$ cat src/rtl/irq_latch_pkg.sv
// Package: shared constants and types of the latched interrupt controller.
// Assumes a one-bit register address space holding two registers.
package irq_latch_pkg;

    // Register selector decoded from the one-bit address.
    typedef enum logic {
        SEL_MASK = 1'b0,
        SEL_PEND = 1'b1
    } reg_sel_e;

    // Default geometry of the controller.
    localparam int unsigned DEF_LINES = 32;
    localparam int unsigned DEF_CNT_W = 32;

endpackage

$ cat src/rtl/irq_line_sampler.sv
// Module: irq_line_sampler
// Samples the raw request lines once per clock and remembers the previous
// sample so rising edges of the sampled level can be detected.
// Assumes the request lines are already synchronous to clk.
module irq_line_sampler #(
    parameter int unsigned LINES = 32
) (
    input  logic             clk,
    input  logic             rst_n,
    input  logic [LINES-1:0] raw_lines,
    output logic [LINES-1:0] live_q,
    output logic [LINES-1:0] rise
);

    logic [LINES-1:0] prev_q;

    // Capture the current and previous sampled line levels.
    always_ff @(posedge clk) begin
        if (!rst_n) begin
            live_q <= '0;
            prev_q <= '0;
        end else begin
            live_q <= raw_lines;
            prev_q <= live_q;
        end
    end

    // Flag lines whose sampled level just went from low to high.
    always_comb begin
        rise = live_q & ~prev_q;
    end

    // the live state follows the raw lines one edge later.
    p_live_follows_r1: assert property (@(posedge clk) disable iff (!rst_n)
        1'b1 |=> (live_q == $past(raw_lines)));

endmodule

$ cat src/rtl/irq_pending_core.sv
// Module: irq_pending_core
// Holds the enable mask and sticky pending register, handles the
// write-one-to-clear acknowledge, and produces the registered CPU request
// and registered read data.
// Assumes a single-cycle write and read strobe with no wait states.
module irq_pending_core
    import irq_latch_pkg::*;
#(
    parameter int unsigned LINES = 32
) (
    input  logic             clk,
    input  logic             rst_n,
    input  logic [LINES-1:0] live,
    input  logic             wr_en,
    input  logic             rd_en,
    input  reg_sel_e         sel,
    input  logic [LINES-1:0] wdata,
    output logic [LINES-1:0] rdata,
    output logic             irq_out
);

    logic [LINES-1:0] mask_q;
    logic [LINES-1:0] pend_q;
    logic [LINES-1:0] ack_vec;
    logic [LINES-1:0] mask_nxt;
    logic [LINES-1:0] pend_nxt;

    // Decode the acknowledge vector and the next mask from the write strobe.
    always_comb begin
        ack_vec  = (wr_en && sel == SEL_PEND) ? wdata : '0;
        mask_nxt = (wr_en && sel == SEL_MASK) ? wdata : mask_q;
    end

    // Clear acknowledged bits first, then merge in live levels.
    always_comb begin
        pend_nxt = (pend_q & ~ack_vec) | live;
    end

    // Update mask, pending and the CPU request together.
    always_ff @(posedge clk) begin
        if (!rst_n) begin
            mask_q  <= '0;
            pend_q  <= '0;
            irq_out <= 1'b0;
        end else begin
            mask_q  <= mask_nxt;
            pend_q  <= pend_nxt;
            irq_out <= |(pend_nxt & mask_nxt);
        end
    end

    // Return the selected register value on a read strobe.
    always_ff @(posedge clk) begin
        if (!rst_n) begin
            rdata <= '0;
        end else if (rd_en) begin
            rdata <= (sel == SEL_PEND) ? pend_q : mask_q;
        end
    end

    // pending bits not acknowledged are never lost.
    p_sticky_r2: assert property (@(posedge clk) disable iff (!rst_n)
        1'b1 |=> ((pend_q & $past(pend_q & ~ack_vec)) == $past(pend_q & ~ack_vec)));

    // a live line is pending after the edge, even if acknowledged.
    p_live_wins_r4: assert property (@(posedge clk) disable iff (!rst_n)
        1'b1 |=> ((pend_q & $past(live)) == $past(live)));

    // the request output agrees with the stored mask and pending bits.
    p_irq_match_r3: assert property (@(posedge clk) disable iff (!rst_n)
        irq_out == |(pend_q & mask_q));

    // a mask write is taken whole.
    p_mask_load_r5: assert property (@(posedge clk) disable iff (!rst_n)
        (wr_en && sel == SEL_MASK) |=> (mask_q == $past(wdata)));

    // reset leaves the controller quiet.
    p_reset_clear_r9: assert property (@(posedge clk)
        !rst_n |=> (mask_q == '0 && pend_q == '0 && !irq_out));

endmodule

$ cat src/rtl/irq_event_counters.sv
// Module: irq_event_counters
// One wrapping event counter per line, advanced by a single-cycle rise
// pulse, plus an index-selected view of the counters.
// Assumes LINES is at most 2**IDX_W.
module irq_event_counters #(
    parameter int unsigned LINES = 32,
    parameter int unsigned CNT_W = 32,
    parameter int unsigned IDX_W = 5
) (
    input  logic             clk,
    input  logic             rst_n,
    input  logic [LINES-1:0] rise,
    input  logic [IDX_W-1:0] idx,
    output logic [CNT_W-1:0] count_out
);

    logic [CNT_W-1:0] cnt_q [LINES];

    for (genvar g = 0; g < LINES; g++) begin : g_line
        // Advance this line's counter on a rise pulse.
        always_ff @(posedge clk) begin
            if (!rst_n) begin
                cnt_q[g] <= '0;
            end else if (rise[g]) begin
                cnt_q[g] <= cnt_q[g] + 1'b1;
            end
        end

        // a rise adds exactly one.
        p_cnt_step_r7: assert property (@(posedge clk) disable iff (!rst_n)
            rise[g] |=> (cnt_q[g] == $past(cnt_q[g]) + 1'b1));

        // without a rise the counter holds.
        p_cnt_hold_r7: assert property (@(posedge clk) disable iff (!rst_n)
            !rise[g] |=> $stable(cnt_q[g]));
    end

    // Show the counter picked by the index.
    always_comb begin
        count_out = cnt_q[idx];
    end

endmodule

$ cat src/rtl/irq_latch_ctrl.sv
// Module: irq_latch_ctrl (top)
// Level-latched interrupt controller: samples request lines, latches them
// into sticky pending bits, gates them with a mask into one CPU request,
// and counts rising edges per line.
// Assumes synchronous request lines and a strobe register port.
module irq_latch_ctrl
    import irq_latch_pkg::*;
#(
    parameter int unsigned LINES = DEF_LINES,
    parameter int unsigned CNT_W = DEF_CNT_W,
    localparam int unsigned IDX_W = (LINES > 1) ? $clog2(LINES) : 1
) (
    input  logic             clk,
    input  logic             rst_n,
    input  logic [LINES-1:0] req_lines,
    input  logic             reg_wr,
    input  logic             reg_rd,
    input  logic             reg_addr,
    input  logic [LINES-1:0] reg_wdata,
    output logic [LINES-1:0] reg_rdata,
    input  logic [IDX_W-1:0] stat_idx,
    output logic [CNT_W-1:0] stat_count,
    output logic             cpu_irq
);

    logic [LINES-1:0] live_q;
    logic [LINES-1:0] rise;
    reg_sel_e         sel;

    // Map the raw address bit onto the register selector.
    always_comb begin
        sel = reg_sel_e'(reg_addr);
    end

    irq_line_sampler #(.LINES(LINES)) u_sampler (
        .clk       (clk),
        .rst_n     (rst_n),
        .raw_lines (req_lines),
        .live_q    (live_q),
        .rise      (rise)
    );

    irq_pending_core #(.LINES(LINES)) u_core (
        .clk     (clk),
        .rst_n   (rst_n),
        .live    (live_q),
        .wr_en   (reg_wr),
        .rd_en   (reg_rd),
        .sel     (sel),
        .wdata   (reg_wdata),
        .rdata   (reg_rdata),
        .irq_out (cpu_irq)
    );

    irq_event_counters #(.LINES(LINES), .CNT_W(CNT_W), .IDX_W(IDX_W)) u_counters (
        .clk       (clk),
        .rst_n     (rst_n),
        .rise      (rise),
        .idx       (stat_idx),
        .count_out (stat_count)
    );

endmodule

$ cat config.mk
export PLATFORM = sky130hd
export DESIGN_NAME = irq_latch_ctrl
export DESIGN_NICKNAME = d
export VERILOG_FILES = /design/src/rtl/irq_latch_pkg.sv /design/src/rtl/irq_line_sampler.sv /design/src/rtl/irq_pending_core.sv /design/src/rtl/irq_event_counters.sv /design/src/rtl/irq_latch_ctrl.sv
export SDC_FILE = /design/constraint.sdc
export NUM_CORES = 2
export LEC_CHECK = 0
export ABC_AREA = 1
export CORE_MARGIN = 5
export CORE_UTILIZATION = 46
export CTS_BUF_LIST = sky130_fd_sc_hd__clkbuf_4
export DETAILED_ROUTE_END_ITERATION = 16
export DONT_BUFFER_PORTS = 1
export GPL_TIMING_DRIVEN = 0
export PLACE_DENSITY = 0.71
export SETUP_SLACK_MARGIN = 0.3
export SYNTH_ARGS = -nofsm -noshare
export SYNTH_HDL_FRONTEND = slang
export SYNTH_HIERARCHICAL = 1
export SYNTH_SLANG_ARGS = --single-unit
$ cat constraint.sdc
create_clock -name clk -period 2.2 [get_ports clk]
set_input_delay 0.44 -clock clk [delete_from_list [all_inputs] [get_ports clk]]
set_output_delay 0.44 -clock clk [all_outputs]
set_load 0.03 [all_outputs]
==> flow_results.org <==
** Timing
- RSZ-0062 raised after global routing :: yes
- Normalized max-slew margin :: 26.44%
- Number of hold violations in the final report :: 0
- Final period demand of the worst path :: approximately 3.3 ns
- Clock skew on the completed layout was measured at approximately 0.13 ns.
- Max Freq :: between 300 and 400 MHz
- After layout, the worst setup slack is -1.095 ns.
- After layout, the worst path uses 149.8% of the clock period.
- Setup violations remaining at the end of the flow were counted as 65.
- The total count of max-transition violations in the final report came to 0.
- Transition at the pin with the smallest max-transition slack :: ~1.1 ns

** Place
- Post-place setup slack :: -2.145 ns
- Placed wire-length estimate :: ~240000 um
- Final weighted congestion in routability-driven placement :: 1.065
- In this run, placement finished with an instance count of between 10k and 15k.
- Once placement finished, the instance area stood at between 80000 and 90000 sq um.
- Number of buffer cells added on primary ports :: 0

** Pwr
- The analysis attributes to net switching a power of 0.01892 W.
- Per report_power, the combinational group accounts for 16.7% of the total.
- Maximum resistive drop on vdd :: 606.4 uV
- Flop pwr share :: ~47%
- The design draws between 0.05 and 0.06 W.
- Sw frac :: 32.19%
- Summed over all cells, the static leakage comes to 38.05 nW.
- PwrDens :: ~600 nW/um^2
- Cell internal power was estimated by the tool at about 0.04 W.
- The share of total power dissipated in the clock network is between 30 and 40%.

** Die
- The die covers approximately 180000 sq um.
- 139 I/O pins were placed.
- Vert. Die Dim :: roughly 430 um
- Starting utilization of the core area :: between 40 and 50%
- Standard-cell rows :: roughly 150
- The floorplan step set the die width to about 430 um.
- After floorplanning, the core was sized to cover between 150000 and 200000 sq um.

** Clocking
- Clock latency on the worst-skew pair, taken at its later pin, is 1.44 ns.
- Root cell of the clock tree :: clkbuf_4
- Clock tree from TritonCTS :: built
- Clock tree synthesis inserted a total of 360 buffers.
- TritonCTS sink count :: 1185
- Register clock-pin slew on the reported worst setup and hold paths :: ~0.06 ns
- No sink is reached through more buffers than the 4 on the longest clock path.
- CTS HTree Levels :: 5

** Global routing
- Initial antenna violation count :: 11
- Entering global routing, the biggest net connects 33 pins.
- The total overflow left after global routing is 0.
- Wire length of the first global-routing pass :: roughly 480000 um
- Vias in the first global route :: approximately 80k
- In the global route stage, overall resource usage came out at about 35%.

** Synthesis
- The number of nets handed over by synthesis was 11.71k.
- Fraction of the mapped netlist area in simple logic gates :: roughly two fifths
- Number of different library cells in the post-synthesis netlist :: 43
- Counting flops with a built-in enable in the synthesized netlist gives slightly above 1k.
- Yosys top cell area share :: a little under two fifths
- Largest family of logic cells by synthesized area :: simple AND/OR/NAND/NOR gates
- For this run, the leading register cell type out of synthesis is edfxtp_1.
- Number of storage elements in the synthesis netlist :: about 1.2k
- The cell area that synthesis handed to floorplanning was 80260 sq um.
- Mux contribution to synthesized area :: 0%
- Sequential cells were found to cover between 40% and 50% of the synthesized design area.
- Summing the areas of all fa, ha and maj instances in the mapped netlist gives less than 1% of the synthesized area.
- Synth top area cells :: edfxtp_1 (38%), nand2_1 (20%), nor2_1 (8.9%), nand3_1 (6.5%), a21oi_1 (4.7%)
- Yosys warns :: 6
- Synth Area in XOR/XNOR :: approximately 1.4%
- Share of flip-flops with an asynchronous set or reset :: 0%
- After synthesis, the mean cell area works out to 6.914 sq um.
- Cell taking the most area after synthesis :: edfxtp_1
- The synthesized netlist devotes about 7.7% of its cell area to compound gates.
- Synth Instances :: between 10k and 15k

** Run status
- Outcome :: finished, violations left
- Failing checks :: setup timing

** Worst setup path
- The worst setup path is captured at a primary output.
- WP data arrival :: between 2 and 3 ns
- For the worst flop-to-flop path, the logic depth is 9.
- For flop-to-flop paths, the worst setup slack is around 0.19 ns.
- Required time worst endpoint :: ~1.8 ns
- Beginning of the worst register-to-register path :: u_counters/cnt_q[13][1]
- Start point of the critical path :: u_counters/cnt_q[29][13]
- End of the worst register-to-register path :: u_counters/cnt_q[13][19]
- Startpoint class of the critical path :: flop
- Max Fanout on Critical Path :: 2
- Type of the worst setup path :: reg2out

** Routing
- Post-DR wirelength/cell :: 21.73 um
- Average via count per standard cell :: roughly 5.7
- Via count of the routed design :: around 90k
- Before antenna repair, the detailed router went through 7 iterations.
- Summed over all layers, the routed wires come to 333600 um.
- Post-route DRC :: 0
- The first routing iteration left 11.49k violations.
- Antenna Nets Post-Route :: 0

** Min path
- Cells on Worst Hold Path :: 5
- The startpoint identified for the worst hold timing path is reg_wr.
- Hold/Removal Path Class :: in2reg
- Hold worst-path end :: u_core/pend_q[8]

** Layout
- In the final layout, the share of cells above drive strength 1 is between 10% and 20%.
- Final core area utilization :: 57.08%
- Fin cells :: 15.35k
- In the final design database the tool counted around 13k nets.
- From synthesis to final layout, the design area changed by 23.47%.
- With fillers left out, the area of the finished cells amounts to 99100 sq um.

** Flow run
- Across the run, the number of max-cap violations was 0.
## worst max path at each step
| stage | endpoint | slack, ns |
|---|---|---|
| CTS | stat_count[19] | -1.16 |
| finish | stat_count[13] | -1.10 |
| global route | stat_count[11] | -1.16 |
| global placement | u_counters/cnt_q[6][25] | -2.74 |
| floorplan | u_counters/cnt_q[0][0] | 0.09 |
| detailed placement | u_counters/cnt_q[26][16] | -2.14 |
## sequential cells by signal (all words and copies together), names as in the netlist
name / count
u_sampler/prev_q: 32
u_core/rdata: 32
u_core/mask_q: 32
u_sampler/live_q: 32
u_counters/cnt_q: 1024
u_core/pend_q: 32
u_core/irq_out: 1
## through the flow
stage	TNS (ns)	hold WS (ns)
floorplan	0	0.4201
global placement	-2632.85	0.4369
detailed placement	-1992.05	0.4394
CTS	-55.17	0.005631
global route	-39.90	0.04363
finish	-34.46	0.05716
## repair_timing
| item | in CTS | in global routing |
|---|---|---|
| setup endpoints to repair | 1637 | 1557 |
| hold endpoints to repair | 222 | 1 |
| resized for setup | 669 | 454 |
| pin swaps | 122 | 162 |
| hold buffers | 208 | 1 |
| setup buffers | 291 | 310 |
## cells in the mapped netlist, types with 2 or more instances
cell type / count
clkbuf_1: 79
nand2_1: 4309
inv_6: 2
inv_2: 12
a211oi_1: 15
a21oi_1: 747
nor2_2: 65
nor2_4: 49
nor3_2: 3
o211ai_1: 34
dfxtp_1: 161
ha_1: 32
o21bai_1: 4
and2_1: 4
inv_1: 870
nor3b_1: 3
or2_0: 18
nand3_1: 1045
nand2_4: 3
nand3b_1: 306
nor3_1: 64
o21bai_2: 2
o21ai_2: 13
a31oi_1: 9
xor2_1: 102
o21a_1: 91
nand3_2: 22
nand2_2: 35
buf_2: 147
buf_6: 66
edfxtp_1: 1024
or2_2: 8
o21ai_1: 18
buf_1: 21
o21ai_0: 220
nand4_1: 22
buf_4: 28
nor2_1: 1899
and3_1: 24
xnor2_1: 29
## worst max-delay path, cell delays in order, from the launching register on
cell	delay, ns
edfxtp_1	0.40
nand2_1	0.07
nand3_1	0.17
nand3_2	0.19
nand2_2	0.15
nand2_1	0.08
nand2_1	0.08
nand2_1	0.12
nand2_8	0.20
## cells by family (layout without fill, tap and decap cells)
kind of cell / count (synthesis) / count (layout)
adders and majority gates: 32 / 32
DFF: 1185 / 1185
buffers and inverters: 1225 / 2638
xor gates and xnor gates: 131 / 131
and+or+nand+nor: 7881 / 7881
AOI/OAI and AO/OA: 1154 / 1154
other: 0 / 6
## power by group through the flow
stage / combinational [W] / sequential [W] / clock (W)
after floorplan: 0.00433 / 0.0275 / 0
after global placement: 0.00661 / 0.0284 / 0
after detailed placement: 0.00672 / 0.0284 / 0
after CTS: 0.00840 / 0.0277 / 0.0217
after global routing: 0.0103 / 0.0278 / 0.0230
final: 0.00979 / 0.0277 / 0.0213
## layer usage
metal / vias up / part of all wire [%] / global-route usage (%)
met5: - / 0.0039 / 0
met3: 1029 / 12 / 7.181
met4: 2 / 6.6 / 19.13
met1: 41050 / 39 / 46.50
li1: 40450 / - / -
met2: 5435 / 43 / 52.40
## layout make-up
class / count / area (sq um)
fillers: 16280 / 74530
multi-input cells: 9198 / 45640
flip-flops and latches: 1185 / 34100
repair buffers: 811 / 6746
clock buffers: 500 / 3754
inverters: 884 / 3337
well taps: 2325 / 2909
plain buffers: 341 / 2121
clock inverters: 102 / 478.0
diodes: 6 / 15.01
## layout by cell type, fill, tap and decap left out, types with 27 or more instances in the layout
cell,count
nand2_4,79
xnor2_1,29
nand2_2,215
o21a_1,91
nor2_2,81
nand3_1,621
o211ai_1,34
dlygate4sd3_1,208
buf_2,144
buf_4,619
nand2_8,33
nor2_1,1855
edfxtp_1,1024
inv_1,856
clkinv_1,85
clkbuf_1,69
nand3_4,96
clkbuf_4,503
o21ai_0,216
nand3_2,350
inv_2,27
nand3b_1,306
xor2_1,102
dfxtp_4,33
nor3_1,64
buf_6,70
nand2_1,4021
a21oi_1,747
dfxtp_1,128
nor2_4,77
(Power assumes the default switching activity.)
